[config.mk]
export PLATFORM = sky130hd
export DESIGN_NAME = syncPeriodMeter
export DESIGN_NICKNAME = d
export VERILOG_FILES = /design/src/rtl/spm_pkg.sv /design/src/rtl/spm_ctrl.sv /design/src/rtl/spm_datapath.sv /design/src/rtl/syncPeriodMeter.sv
export SDC_FILE = /design/constraint.sdc
export NUM_CORES = 1
export LEC_CHECK = 0
export BUFFER_PORTS_ARGS = -buffer_cell sky130_fd_sc_hd__buf_4
export CAP_MARGIN = 20
export CORE_MARGIN = 4
export CORE_UTILIZATION = 62
export DETAILED_ROUTE_END_ITERATION = 10
export PLACE_DENSITY = 0.94
export SKIP_CTS_REPAIR_TIMING = 1
export SLEW_MARGIN = 20
export SYNTH_ARGS = -nofsm -noshare
export SYNTH_HDL_FRONTEND = slang
export SYNTH_SLANG_ARGS = --single-unit
[constraint.sdc]
create_clock -name clk -period 6.5 [get_ports clk]
set_clock_uncertainty 0.15 [all_clocks]
set_input_delay 0.65 -clock clk [delete_from_list [all_inputs] [get_ports clk]]
set_output_delay 0.65 -clock clk [all_outputs]
set_load 0.005 [all_outputs]
[src/rtl/spm_pkg.sv]
package spm_pkg;
  // Strobes passed from control to datapath each cycle
  typedef struct packed {
    logic tick;      // one timebase period elapsed
    logic syncEdge;  // rising edge of synchronised sync
    logic clrOvf;    // clear request for the overflow flag
  } spmStrobes_t;
endpackage

[src/rtl/spm_ctrl.sv]
module spm_ctrl
  import spm_pkg::*;
#(
  parameter int TICK_DIV    = 400,
  parameter int SYNC_STAGES = 2
) (
  input  logic        clk,
  input  logic        rstN,
  input  logic        vsyncIn,
  input  logic        clrOvf,
  output spmStrobes_t strobes
);
  localparam int DIV_W = (TICK_DIV > 2) ? $clog2(TICK_DIV) : 1;
  localparam logic [DIV_W-1:0] DIV_LAST = DIV_W'(TICK_DIV - 1);

  logic [SYNC_STAGES-1:0] syncChain;
  logic                   syncPrev;
  logic [DIV_W-1:0]       divCount;

  // Synchroniser and edge-detect history
  always_ff @(posedge clk or negedge rstN) begin
    if (!rstN) begin
      syncChain <= '0;
      syncPrev  <= 1'b0;
    end else begin
      syncChain <= {syncChain[SYNC_STAGES-2:0], vsyncIn};
      syncPrev  <= syncChain[SYNC_STAGES-1];
    end
  end

  // Timebase prescaler
  always_ff @(posedge clk or negedge rstN) begin
    if (!rstN) begin
      divCount <= '0;
    end else if (divCount == DIV_LAST) begin
      divCount <= '0;
    end else begin
      divCount <= divCount + 1'b1;
    end
  end

  always_comb begin
    strobes.tick     = (divCount == DIV_LAST);
    strobes.syncEdge = syncChain[SYNC_STAGES-1] & ~syncPrev;
    strobes.clrOvf   = clrOvf;
  end

  AST_EDGE_SINGLE: assert property (@(posedge clk) disable iff (!rstN)
    strobes.syncEdge |=> !strobes.syncEdge);

  generate
    if (TICK_DIV > 1) begin : gTickGap
      AST_TICK_GAP: assert property (@(posedge clk) disable iff (!rstN)
        strobes.tick |=> !strobes.tick);
    end
  endgenerate
endmodule

[src/rtl/spm_datapath.sv]
module spm_datapath
  import spm_pkg::*;
#(
  parameter int CNT_W = 14
) (
  input  logic             clk,
  input  logic             rstN,
  input  spmStrobes_t      strobes,
  output logic [CNT_W-1:0] periodCount,
  output logic             ovfFlag
);
  localparam logic [CNT_W-1:0] FULL = {CNT_W{1'b1}};

  logic [CNT_W-1:0] runCount;
  logic             pegged;   // interval already overflowed
  logic             atFull;
  logic             ovfHit;

  always_comb begin
    atFull = (runCount == FULL);
    ovfHit = strobes.tick && !strobes.syncEdge && atFull && !pegged;
  end

  always_ff @(posedge clk or negedge rstN) begin
    if (!rstN) begin
      runCount    <= '0;
      pegged      <= 1'b0;
      periodCount <= '0;
    end else if (strobes.syncEdge) begin
      periodCount <= runCount;
      runCount    <= strobes.tick ? CNT_W'(1) : '0;
      pegged      <= 1'b0;
    end else if (strobes.tick) begin
      if (atFull) pegged   <= 1'b1;
      else        runCount <= runCount + 1'b1;
    end
  end

  always_ff @(posedge clk or negedge rstN) begin
    if (!rstN)               ovfFlag <= 1'b0;
    else if (ovfHit)         ovfFlag <= 1'b1;
    else if (strobes.clrOvf) ovfFlag <= 1'b0;
  end

  AST_LATCH_ON_EDGE: assert property (@(posedge clk) disable iff (!rstN)
    strobes.syncEdge |=> periodCount == $past(runCount));
  AST_RESTART: assert property (@(posedge clk) disable iff (!rstN)
    strobes.syncEdge |=> runCount <= CNT_W'(1));
  AST_LATCH_HOLD: assert property (@(posedge clk) disable iff (!rstN)
    !strobes.syncEdge |=> $stable(periodCount));
  AST_SATURATE: assert property (@(posedge clk) disable iff (!rstN)
    (strobes.tick && !strobes.syncEdge && atFull) |=> runCount == FULL);
  AST_OVF_CAUSE: assert property (@(posedge clk) disable iff (!rstN)
    $rose(ovfFlag) |-> $past(runCount) == FULL);
  AST_OVF_STICKY: assert property (@(posedge clk) disable iff (!rstN)
    (ovfFlag && !strobes.clrOvf) |=> ovfFlag);
  AST_OVF_CLEARED: assert property (@(posedge clk) disable iff (!rstN)
    (strobes.clrOvf && !ovfHit) |=> !ovfFlag);
endmodule

[src/rtl/syncPeriodMeter.sv]
module syncPeriodMeter
  import spm_pkg::*;
#(
  parameter int CNT_W       = 14,
  parameter int TICK_DIV    = 400,
  parameter int SYNC_STAGES = 2
) (
  input  logic             clk,
  input  logic             rstN,
  input  logic             vsyncIn,
  input  logic             clrOvf,
  output logic [CNT_W-1:0] periodCount,
  output logic             ovfFlag
);
  spmStrobes_t strobes;

  spm_ctrl #(
    .TICK_DIV   (TICK_DIV),
    .SYNC_STAGES(SYNC_STAGES)
  ) uCtrl (
    .clk    (clk),
    .rstN   (rstN),
    .vsyncIn(vsyncIn),
    .clrOvf (clrOvf),
    .strobes(strobes)
  );

  spm_datapath #(
    .CNT_W(CNT_W)
  ) uData (
    .clk        (clk),
    .rstN       (rstN),
    .strobes    (strobes),
    .periodCount(periodCount),
    .ovfFlag    (ovfFlag)
  );
endmodule

; ---- Yosys cells after proc, flatten, opt, wreduce, memory -nomap -nowiden
; Cells that the tools add are included.
[classes]
n_div = 0
magnitude_cmp = 0
multipliers = 0
n_shift = 0
bitwise_logic = 2
reduce_logical = 10
addsub = 2
mux = 10
n_eq_ne = 3
[ops]
columns = operator, count
row1 = 14-bit two-way mux, 3
row2 = "14-bit by 1-bit adder with 14-bit output, second input constant", 1
row3 = "14-bit == test, second input constant", 1
row4 = "9-bit by 1-bit adder with 9-bit output, second input constant", 1
row5 = "9-bit == test, second input constant", 1
row6 = 9-bit two-way mux, 1
row7 = 1-bit two-way mux, 6
row8 = 2-bit nonzero test, 3
row9 = 2-bit AND reduction, 2
row10 = 1-bit logical AND, 3
row11 = 1-bit zero test, 2
row12 = "2-bit by 1-bit inequality test with 1-bit output, second input constant", 1
row13 = 1-bit bitwise AND, 1
row14 = 1-bit inverter, 1
[word_totals]
in_bits = 4
register_bits = 42
wordCells = 34
mem_bits_ro = 0
latch_bits = 0
out_inout_bits = 15
memories = 0
ramBits = 0

; ---- Depth between registers and ports, before layout
; Gate-level depths: netlist of the first run.
[depth]
ltp_word = 7
depth_mapped = 7
mapped_depth_nobuf = 6

; ---- Cells and area by module
; Synthesis of the first run repeated with hierarchy kept, for this count alone.
[unflattened]
hier_cells = 161
area_unflattened_um2 = 1893.1
[by_module_without_submodules]
columns = module, cells_per_inst, seq_area_each_um2, area_per_inst_um2, n_inst
row1 = spm_datapath, 116, 750.7, 1370.1, 1
row2 = spm_ctrl, 45, 300.3, 523.0, 1

; ---- Worst setup path before layout of the first run
; OpenSTA, ideal clock, no wires.
[synth_path]
path_kind = register -> register
startpoint = reg uCtrl.divCount[6]
endpoint = reg uData.runCount[10]
t_arrival_ns = 1.826
setup_time_ns = 0.132
required_time_ns = 6.218
n_path_buf = 1
stages_incl_launch_ff = 7
synth_period_minus_slack_ns = 2.108
slack_ns = 4.392
path_cell_list = dfrtp_1 > nand4bb_4 > or3_1 > buf_2 > or4_4 > xor2_1 > nor2_1
[synth_between]
elab_chain_len = 3
[synth_lines]
columns = element, line_no
row1 = "start, declared", spm_ctrl.sv:18  ; logic [DIV_W-1:0] divCount;
row2 = "start signal, assigned", spm_ctrl.sv:38  ; divCount <= divCount + 1'b1;
row3 = 9-bit == test, spm_ctrl.sv:43  ; strobes.tick = (divCount == DIV_LAST);
row4 = 2-bit nonzero test (no line), n/a
row5 = 2-bit AND reduction (no line), n/a
row6 = "end signal, assigned", spm_datapath.sv:31  ; runCount <= strobes.tick ? CNT_W'(1) : '0;
row7 = "end signal, assigned", spm_datapath.sv:35  ; else runCount <= runCount + 1'b1;
row8 = "end, declared", spm_datapath.sv:14  ; logic [CNT_W-1:0] runCount;
; No other way between the ends.
; A chain may end at the register's enable or synchronous reset.

; ---- Worst setup path after layout of the first run
[layout_path]
startpoint = reg uCtrl.divCount[6]
endpoint = reg uData.runCount[11]
; Same word-level chain as after synthesis.

==> metrics.csv, run 1 <==
stage,metric,value,unit
outcome,status,finished clean,
yosys,Synth Net Count,195,
floorplan,# rows,19,
placed_design,DP Worst Slack,4260,ps
yosys,Cells after Synth,189,
drt,Final ANT Viol Nets,0,
clock_tree,H-tree lvl count,2,
yosys,synth warn,0,
final_layout,most frequent cells in the layout,"nand2_1, dfrtp_1, buf_4",
worst_setup_path,WP data arrival,2380,ps
power,P_int,0.316,mW
timing,final hold vios,0,
global_route,gr usage total,0.202,
placed_design,gpl congestion,0.886,
final_layout,final std cells w/o fill,240,
worst_setup_path,worst-case reg-to-reg path depth,5,
power,Power Density,194,mW/mm^2
drt,WL/cell,14.2,um
worst_setup_path,startpoint types,flip-flop,
timing,crit path time final,2270,ps
power,sw frac,0.217,
floorplan,Ports,19,
power,Switch Pwr,0.0879,mW
clock_tree,Worst-path clk slew,120,ps
drt,DRT iter0 DRCs,87,
final_layout,"commonest non-fill, non-tap cell in the layout",nand2_1,
clock_tree,TritonCTS clock tree,yes,
timing,setup ws final,4230,ps
drt,DRC violation count after routing,0,
drt,WL final,3.42,mm
worst_setup_path,R2R setup slack,4230,ps
floorplan,Initial Utilization,0.662,
yosys,Yosys cell types,35,
floorplan,die area,0.00396,mm^2
global_route,GRT overflow,0,
global_route,vias in the first global route,1399,
final_layout,# diodes,0,
placed_design,DP HPWL,2.42,mm
power,Seq pwr share,0.649,
worst_setup_path,reg2reg start,uCtrl.divCount[6],
drt,vias per cell,5.73,
floorplan,die width,62.9,um
timing,fmax,440,MHz
global_route,first-pass GRT wire length,6.26,mm
final_layout,layout cells sized above 1,0.144,
timing,setup_tns,0,ps
power,Final Power,0.404,mW
job,max-cap violations,0,
clock_tree,clk_lat worst skew,350,ps
floorplan,core area,0.00283,mm^2
power,leakage power,1.02,nW
yosys,Post-Syn Area per Cell,9.90,um^2
yosys,post-synthesis register bit count,42,
timing,Slew @ Worst Pin,774,ps
global_route,pin count of the biggest net entering global routing,43,
final_layout,Synth-to-Final Area Change,11.4,%
clock_tree,clk root buf,clkbuf_4,
floorplan,die height,62.9,um
timing,RSZ-0062 raised after global routing,false,
global_route,initial antenna violation count,0,
drt,vias,1376,
min_path,worst hold path type,primary input to async pin,
clock_tree,CTS Sinks,42,
worst_setup_path,crit path max fanout,5,
timing,count of pins over their slew limit,0,
timing,# setup viols final,0,
drt,drt first pass iters,4,
timing,slew margin rel.,0.480,
placed_design,Inst Count DP,232,
yosys,post-synthesis sequential area ratio,0.561,
clock_tree,Num CTS Buffers,5,
timing,Hold WS,105,ps
placed_design,IO buf count,18,
final_layout,Nets,214,
worst_setup_path,crit end category,flip-flop,
yosys,Post-Syn Area,0.00187,mm^2
worst_setup_path,critical path class,flip-flop to flip-flop,
power,Clk network pwr share,0.324,
clock_tree,clk buf depth,2,
power,VDD IR-drop max,175,uV
worst_setup_path,Worst EP required,6600,ps
timing,Tcrit/Tclk final,0.350,
worst_setup_path,R2R Path End,uData.runCount[11],
power,Logic pwr share,0.026,
-- power by group through the flow --
stage                     Combinational, mW  Sequential [mW]  Clock, mW
final                                0.0107            0.263      0.131
after global routing                 0.0126            0.263      0.152
after CTS                            0.0112            0.263      0.136
after detailed placement             0.0113            0.268          0
after global placement               0.0109            0.268          0
after floorplan                     0.00395            0.268          0
-- state kept, by name, indices dropped and copies added, names as in the netlist --
name and flops:
uCtrl.syncPrev 1, uCtrl.syncChain 2, uCtrl.divCount 9, uData.runCount 14, uData.periodCount 14, uData.pegged 1
uData.ovfFlag 1
-- synthesized netlist by cell type, drive strengths merged --
master   count  area share
clkbuf       6       0.012
xnor2        9       0.042
and2         1      0.0033
nor4bb       1      0.0053
buf          1      0.0027
o211a        1      0.0053
nand4bb      1       0.015
o21a         1      0.0040
nand3        7       0.019
or3          2      0.0067
nor4         2       0.015
o32ai        1      0.0047
nor3         6       0.019
nor4b        1      0.0047
xor2         4       0.019
o21ai        7       0.019
nor3b        1      0.0040
ha           2       0.013
nor2        13       0.026
nand2b       1      0.0033
inv          4      0.0080
a21oi        6       0.016
and4         2      0.0094
dfrtp       42        0.56
mux2i        2       0.011
nor2b        1      0.0033
or4          2       0.010
nand4        5       0.017
a21o         1      0.0040
and3         3       0.010
o31ai        1      0.0040
nand2       52        0.10
-- per-stage QoR --
step / utilization / area (um^2)
after floorplan: - / 1870
after global placement: 0.716 / 2030
after detailed placement: 0.716 / 2030
after CTS: 0.737 / 2090
after global routing: 0.737 / 2090
final: 0.737 / 2090
-- per-layer routing --
metal / share of wire / vias to the layer above / track usage
met5: 0 / - / 0
met4: 0.025 / 0 / 0.118
met3: 0.038 / 11 / 0.0450
met2: 0.50 / 28 / 0.312
met1: 0.44 / 661 / 0.259
li1: - / 676 / -
-- worst max-delay path by stage --
stage | from | endpoint | slack (ps)
final | uCtrl.divCount[6] | uData.runCount[11] | 4230
after floorplan | uCtrl.divCount[6] | uData.runCount[10] | 4390
after global placement | uCtrl.divCount[6] | uData.runCount[10] | 4360
after CTS | uCtrl.divCount[0] | uData.runCount[11] | 4230
after global routing | uCtrl.divCount[0] | uData.runCount[11] | 4040
after detailed placement | uCtrl.divCount[0] | uData.runCount[11] | 4260
-- layout make-up --
type | count | area [um^2]
clock inverters | 1 | 5.00
multi-input cells | 136 | 778
flip-flops and latches | 42 | 1050
clock buffers | 7 | 55.1
inverters | 4 | 15.0
well taps | 31 | 38.8
repair buffers | 19 | 143
fillers | 199 | 743
-- worst max-delay path, cell delays in order (launching register included) --
cell	delay [ps]
dfrtp_1	460
nand4bb_4	260
or4_1	620
nor3_2	340
a21oi_1	140
o21a_1	200
-- logic make-up (layout without fill, tap and decap cells) --
| family | Yosys count | in the layout | share of synthesized area |
|---|---|---|---|
| and+or+nand+nor | 101 | 101 | 0.274 |
| DFF | 42 | 42 | 0.561 |
| AOI/OAI and AO/OA | 18 | 18 | 0.0568 |
| xor gates and xnor gates | 13 | 13 | 0.0608 |
| buffers and inverters | 11 | 31 | 0.0227 |
| adders and majority gates | 2 | 2 | 0.0134 |
| muxes | 2 | 2 | 0.0107 |
Power figures use the tool's default switching activity.
==> run 2, diff against run 1 <==
--- a/config.mk
+++ b/config.mk
@@ -8,9 +8,9 @@
 export BUFFER_PORTS_ARGS = -buffer_cell sky130_fd_sc_hd__buf_4
 export CAP_MARGIN = 20
 export CORE_MARGIN = 4
-export CORE_UTILIZATION = 62
+export CORE_UTILIZATION = 57
 export DETAILED_ROUTE_END_ITERATION = 10
-export PLACE_DENSITY = 0.94
+export PLACE_DENSITY = 0.88
 export SKIP_CTS_REPAIR_TIMING = 1
 export SLEW_MARGIN = 20
 export SYNTH_ARGS = -nofsm -noshare
==> constraint.sdc (replaced) <==
create_clock -name clk -period 2.2 [get_ports clk]
set_clock_uncertainty 0.15 [all_clocks]
set_input_delay 0.22 -clock clk [delete_from_list [all_inputs] [get_ports clk]]
set_output_delay 0.22 -clock clk [all_outputs]
set_load 0.005 [all_outputs]
==> run 2 against run 1 <==
Net effect:
- setup slack worse by 4200 ps
- first-iteration DRC count is 6.9% lower
- cell area is 4.9% higher
- global-route usage is 1.6 points lower
- hold slack better by 110 ps
- fmax is 5.5% higher
- largest cell class unchanged
- sequential share of layout area is 2.3 points lower
- sequential cell count stayed put
- core utilization is 3.2 points lower
- routed wire length is 5.0% higher
==> metrics.csv, run 2 (synthesized netlist as in run 1, its figures left out) <==
stage,metric,value,unit,change
power,VDD IR-drop max,333,uV,+90%
clock_tree,H-tree lvl count,2,,unchanged
global_route,initial antenna violation count,0,,unchanged
timing,RSZ-0062 raised after global routing,false,,
outcome,status,finished clean,,
final_layout,Seq. cell area,0.00105,mm^2,unchanged
global_route,gr usage total,0.185,,-0.0162
timing,# setup viols final,0,,unchanged
worst_setup_path,WP data arrival,2250,ps,-130 ps
timing,count of pins over their slew limit,0,,unchanged
timing,fmax,464,MHz,+5.5%
drt,vias,1419,,+3.1%
final_layout,largest registers,"uData.periodCount: 14 flops, uData.runCount: 14 flops, uCtrl.divCount: 9 flops",,
drt,WL/cell,13.8,um,-3.1%
worst_setup_path,Critical Path Start,uCtrl.divCount[0],,
clock_tree,clk buf depth,2,,unchanged
floorplan,# rows,20,,+1
power,Power Density,534,mW/mm^2,+180%
global_route,GRT overflow,0,,unchanged
timing,Tcrit/Tclk final,0.979,,+0.629
floorplan,die area,0.00426,mm^2,+7.6%
clock_tree,CTS Sinks,42,,unchanged
timing,final hold vios,0,,unchanged
global_route,vias in the first global route,1328,,-5.1%
clock_tree,clk root buf,clkbuf_4,,
floorplan,die height,65.3,um,+3.7%
final_layout,"commonest non-fill, non-tap cell in the layout",nand2_1,,
worst_setup_path,critical-path cell list,ha_4 > nand3_2 > or3_4 > or4_4 > xor2_1 > nor2_1,,
floorplan,die width,65.3,um,+3.7%
worst_setup_path,slowest cell on the critical path,or4_4,,
final_layout,# diodes,0,,unchanged
final_layout,Nets,222,,+3.7%
final_layout,area occupied by multi-input gates,811,um^2,+4.2%
placed_design,IO buf count,18,,unchanged
timing,crit path time final,2150,ps,-119 ps
timing,setup ws final,46.9,ps,-4180 ps
power,Final Power,1.17,mW,+190%
timing,setup_tns,0,ps,unchanged
global_route,pin count of the biggest net entering global routing,43,,unchanged
floorplan,Ports,19,,unchanged
clock_tree,TritonCTS clock tree,yes,,
clock_tree,Num CTS Buffers,5,,unchanged
floorplan,Initial Utilization,0.603,,-0.0584
clock_tree,clk_lat worst skew,360,ps,about the same
worst_setup_path,critical path class,flip-flop to flip-flop,,
final_layout,Synth-to-Final Area Change,16.8,%,
min_path,worst hold path type,flip-flop to flip-flop,,
timing,Slew @ Worst Pin,656,ps,-118 ps
final_layout,most frequent cells in the layout,"nand2_1, dfrtp_1, buf_4",,
power,leakage power,1.06,nW,+3.5%
worst_setup_path,CP peak stage delay,550,ps,-70 ps
worst_setup_path,reg2reg start,uCtrl.divCount[0],,
final_layout,layout cells sized above 1,0.171,,+0.0278
min_path,Hold Startpoint,uCtrl.syncChain[0],,
drt,drt first pass iters,4,,unchanged
drt,DRC violation count after routing,0,,unchanged
worst_setup_path,startpoint types,flip-flop,,
placed_design,DP Worst Slack,-43.9,ps,-4300 ps
worst_setup_path,crit path max fanout,5,,unchanged
drt,WL final,3.59,mm,+5.0%
worst_setup_path,crit end category,flip-flop,,
job,max-cap violations,0,,unchanged
placed_design,DP HPWL,2.38,mm,-1.7%
floorplan,core area,0.00310,mm^2,+9.7%
drt,DRT iter0 DRCs,81,,-6.9%
final_layout,fillers,266,,+34%
global_route,first-pass GRT wire length,5.91,mm,-5.5%
worst_setup_path,Worst EP required,2300,ps,-4300 ps
placed_design,gpl congestion,0.858,,-3.2%
clock_tree,Worst-path clk slew,110,ps,about the same
drt,Final ANT Viol Nets,0,,unchanged
drt,vias per cell,5.46,,-4.8%
timing,slew margin rel.,0.563,,+0.0826
-- run 2: cell count changes in the layout (fill, tap and decap cells not counted), sizes merged --
| cell | delta |
|---|---|
| buf | +5 |
| dlygate4sd3 | +3 |
| clkinv | -1 |
-- run 2: path summary, 6_finish.rpt --
| path | to | cells past startpoint | slack (ps) |
|---|---|---|---|
| setup / recovery | uData.runCount[10] | 6 | 50 |
| hold / removal | uCtrl.syncChain[1] | 0 | 210 |
| setup reg to reg | uData.runCount[10] | 6 | 50 |
| hold reg to reg | uCtrl.syncChain[1] | 0 | 210 |
| max in group asynchronous | uCtrl.syncPrev | 2 | 1320 |
| min in group asynchronous | uData.runCount[12] | 2 | 220 |
-- run 2: cell type report --
cell class              count  share of cell area
clock buffers               7              0.0206
well taps                  44              0.0252
inverters                   4             0.00686
multi-input cells         136               0.371
flip-flops and latches     42               0.481
repair buffers             27              0.0961
-- run 2: stage by stage --
step | utilization | cell area (um^2) | std cells | hold slack (ps)
floorplan | - | 1870 | 189 | -226
global placement | 0.670 | 2080 | 250 | 77.1
detailed placement | 0.670 | 2080 | 250 | 81.6
CTS | 0.685 | 2120 | 257 | -325
global route | 0.705 | 2190 | 260 | 221
finish | 0.705 | 2190 | 260 | 211
-- run 2: per-layer routing --
layer  vias to the layer above  track usage  part of all wire
met4                         0        0.109             0.020
li1                        687            -                 -
met3                         7       0.0598             0.049
met2                        39        0.293              0.50
met1                       686        0.221              0.43
met5                         -            0                 0
-- run 2: power by group --
| group | switching, mW | leakage, nW | internal [mW] | total, mW |
|---|---|---|---|---|
| sequential | 0.00122 | 0.566 | 0.774 | 0.776 |
| combinational | 0.0270 | 0.466 | 0.00912 | 0.0362 |
| clock | 0.235 | 0.0254 | 0.121 | 0.356 |
| total | 0.264 | 1.06 | 0.904 | 1.17 |
-- run 2: critical path, delay by kind of cell (launching register included) --
family        cells  cell delay [ps]
simple gates      4             1100
fa+ha+maj         1              180
xor+xnor          1              150
flops             1              460
==> run 3, diff against run 2 <==
--- a/config.mk
+++ b/config.mk
@@ -7,6 +7,7 @@
 export LEC_CHECK = 0
 export BUFFER_PORTS_ARGS = -buffer_cell sky130_fd_sc_hd__buf_4
 export CAP_MARGIN = 20
+export CORE_ASPECT_RATIO = 2
 export CORE_MARGIN = 4
 export CORE_UTILIZATION = 57
 export DETAILED_ROUTE_END_ITERATION = 10
==> run 3 against run 2 <==
Net effect:
- global-route usage up 0.36 points
- setup slack better by 51 ps
- routed wire length up 4.7%
- clock power up 65%
- hold slack better by 4.3 ps
- sequential power about the same
- die area up 1.3%
- cell area up 3.9%
- largest power group unchanged
- sequential cell count unchanged
- first-iteration DRC count down 42%
- fmax up 2.4%
==> metrics.csv, run 3 (synthesized netlist as in run 1, its figures left out) <==
stage,metric,value,unit,change
power,Seq pwr share,0.554,,-0.110
timing,final hold vios,0,,unchanged
floorplan,die area,0.00432,mm^2,+1.3%
clock_tree,clk root buf,clkbuf_8,,
global_route,gr usage total,0.189,,+0.00363
worst_setup_path,critical path class,flip-flop to flip-flop,,
placed_design,gpl congestion,0.848,,-1.1%
power,Clk network pwr share,0.420,,+0.115
clock_tree,Worst-path clk slew,70,ps,-40 ps
outcome,status,finished clean,,
timing,Hold WS,215,ps,+4.26 ps
power,Power Density,616,mW/mm^2,+15%
power,Logic pwr share,0.026,,-0.005
power,P_int,1.12,mW,+24%
timing,# setup viols final,0,,unchanged
global_route,first-pass GRT wire length,6.28,mm,+6.2%
worst_setup_path,worst path bufs/invs,0,,unchanged
min_path,worst hold path type,flip-flop to flip-flop,,
placed_design,DP Worst Slack,2.25,ps,+46.2 ps
clock_tree,CTS Sinks,42,,unchanged
drt,Final ANT Viol Nets,0,,unchanged
final_layout,largest registers,"uData.periodCount: 14 flops, uData.runCount: 14 flops, uCtrl.divCount: 9 flops",,
worst_setup_path,Worst EP required,2220,ps,-80 ps
floorplan,core area,0.00316,mm^2,+1.7%
floorplan,Ports,19,,unchanged
worst_setup_path,slowest cell on the critical path,or4_4,,
placed_design,IO buf count,18,,unchanged
timing,count of pins over their slew limit,0,,unchanged
timing,setup ws final,98.3,ps,+51.4 ps
timing,crit path time final,2100,ps,-51.4 ps
power,leakage power,1.11,nW,+4.7%
final_layout,"commonest non-fill, non-tap cell in the layout",nand2_1,,
timing,Slew @ Worst Pin,663,ps,+7.61 ps
drt,DRT iter0 DRCs,47,,-42%
final_layout,Synth-to-Final Area Change,21.5,%,
drt,vias per cell,5.60,,+2.6%
final_layout,fillers,244,,-8.3%
timing,fmax,476,MHz,+2.4%
placed_design,Inst Count DP,239,,-4.4%
drt,WL/cell,14.8,um,+7.2%
worst_setup_path,CP peak stage delay,540,ps,about the same
timing,slew margin rel.,0.558,,-0.00507
global_route,vias in the first global route,1418,,+6.8%
worst_setup_path,CP top delay family,simple AND/OR/NAND/NOR gates,,
worst_setup_path,crit path max fanout,5,,unchanged
worst_setup_path,critical-path cell list,ha_2 > nand3_2 > or3_4 > or4_4 > xor2_1 > nor2_1,,
timing,setup_tns,0,ps,unchanged
timing,RSZ-0062 raised after global routing,false,,
drt,WL final,3.76,mm,+4.7%
drt,vias,1422,,+0.21%
job,max-cap violations,0,,unchanged
clock_tree,TritonCTS clock tree,yes,,
final_layout,layout cells sized above 1,0.202,,+0.0305
floorplan,Initial Utilization,0.593,,-0.0103
final_layout,Nets,228,,+2.7%
floorplan,# rows,29,,+45%
power,Switch Pwr,0.277,mW,+5.0%
drt,DRC violation count after routing,0,,unchanged
final_layout,most frequent cells in the layout,"nand2_1, dfrtp_1, buf_4",,
floorplan,die height,89.0,um,+36%
worst_setup_path,WP data arrival,2130,ps,-120 ps
worst_setup_path,startpoint types,flip-flop,,
worst_setup_path,crit end category,flip-flop,,
clock_tree,clk_lat worst skew,300,ps,-60 ps
power,sw frac,0.198,,-0.0280
floorplan,die width,48.5,um,-26%
global_route,pin count of the biggest net entering global routing,43,,unchanged
final_layout,# diodes,0,,unchanged
power,VDD IR-drop max,855,uV,+160%
final_layout,final std cells w/o fill,254,,-2.3%
clock_tree,Num CTS Buffers,5,,unchanged
global_route,GRT overflow,0,,unchanged
clock_tree,H-tree lvl count,2,,unchanged
drt,drt first pass iters,4,,unchanged
global_route,initial antenna violation count,0,,unchanged
clock_tree,clk buf depth,2,,unchanged
timing,Tcrit/Tclk final,0.955,,-0.0234
placed_design,DP HPWL,2.53,mm,+6.3%
-- run 3: cell types whose count changed in the layout (fill, tap and decap cells not counted) --
cell and delta:
buf_4 +6, clkbuf_8 +5, nor4_1 -1, bufinv_16 +1, ha_4 -1, nor4_2 +1
ha_2 +1, clkbuf_4 -5
-- run 3: layer usage --
| metal | wire [um] | track usage |
|---|---|---|
| met2 | 2090 | 0.335 |
| met5 | 0 | 0 |
| met4 | 111 | 0.113 |
| met3 | 133 | 0.0367 |
| met1 | 1420 | 0.207 |
-- run 3: per-stage QoR --
stage	util	total power [mW]	cell area, um^2
2_1_floorplan	-	0.802	1870
3_3_place_gp	0.658	0.824	2080
3_5_place_dp	0.658	0.824	2080
4_1_cts	0.692	1.41	2180
5_1_grt	0.720	1.45	2270
6_report	0.720	1.40	2270
-- run 3: layout make-up --
| class | count | area [um^2] | area share |
|---|---|---|---|
| clock buffer | 7 | 76.3 | 0.0336 |
| tap | 31 | 38.8 | 0.0171 |
| sequential | 42 | 1050 | 0.462 |
| inverter | 4 | 15.0 | 0.00660 |
| timing repair buffer | 33 | 255 | 0.112 |
| clock inverter | 1 | 30.0 | 0.0132 |
| multi-input combinational | 136 | 807 | 0.355 |
-- run 3: worst paths after layout --
check / from / to / slack (ps) / depth (start not counted)
min in group asynchronous: rstN / uData.periodCount[3] / 280 / 2
hold reg to reg: uCtrl.syncChain[0] / uCtrl.syncChain[1] / 220 / 0
setup / recovery: uCtrl.divCount[0] / uData.runCount[10] / 100 / 6
hold / removal: uCtrl.syncChain[0] / uCtrl.syncChain[1] / 220 / 0
max in group asynchronous: rstN / uData.runCount[10] / 1260 / 2
setup reg to reg: uCtrl.divCount[0] / uData.runCount[10] / 100 / 6
-- run 3: worst register-to-register path: cells and delay by family, from the launching register on --
kind | cells | cell delay [ps]
xor gates and xnor gates | 1 | 140
and+or+nand+nor | 4 | 1080
DFF | 1 | 400
adders and majority gates | 1 | 230
-- run 3: power groups by stage --
stage	clock network, mW	registers, mW	logic [mW]
6_report	0.588	0.776	0.0361
4_1_cts	0.597	0.775	0.0334
2_1_floorplan	0	0.791	0.0117
3_5_place_dp	0	0.791	0.0336
5_1_grt	0.633	0.776	0.0418
3_3_place_gp	0	0.791	0.0330
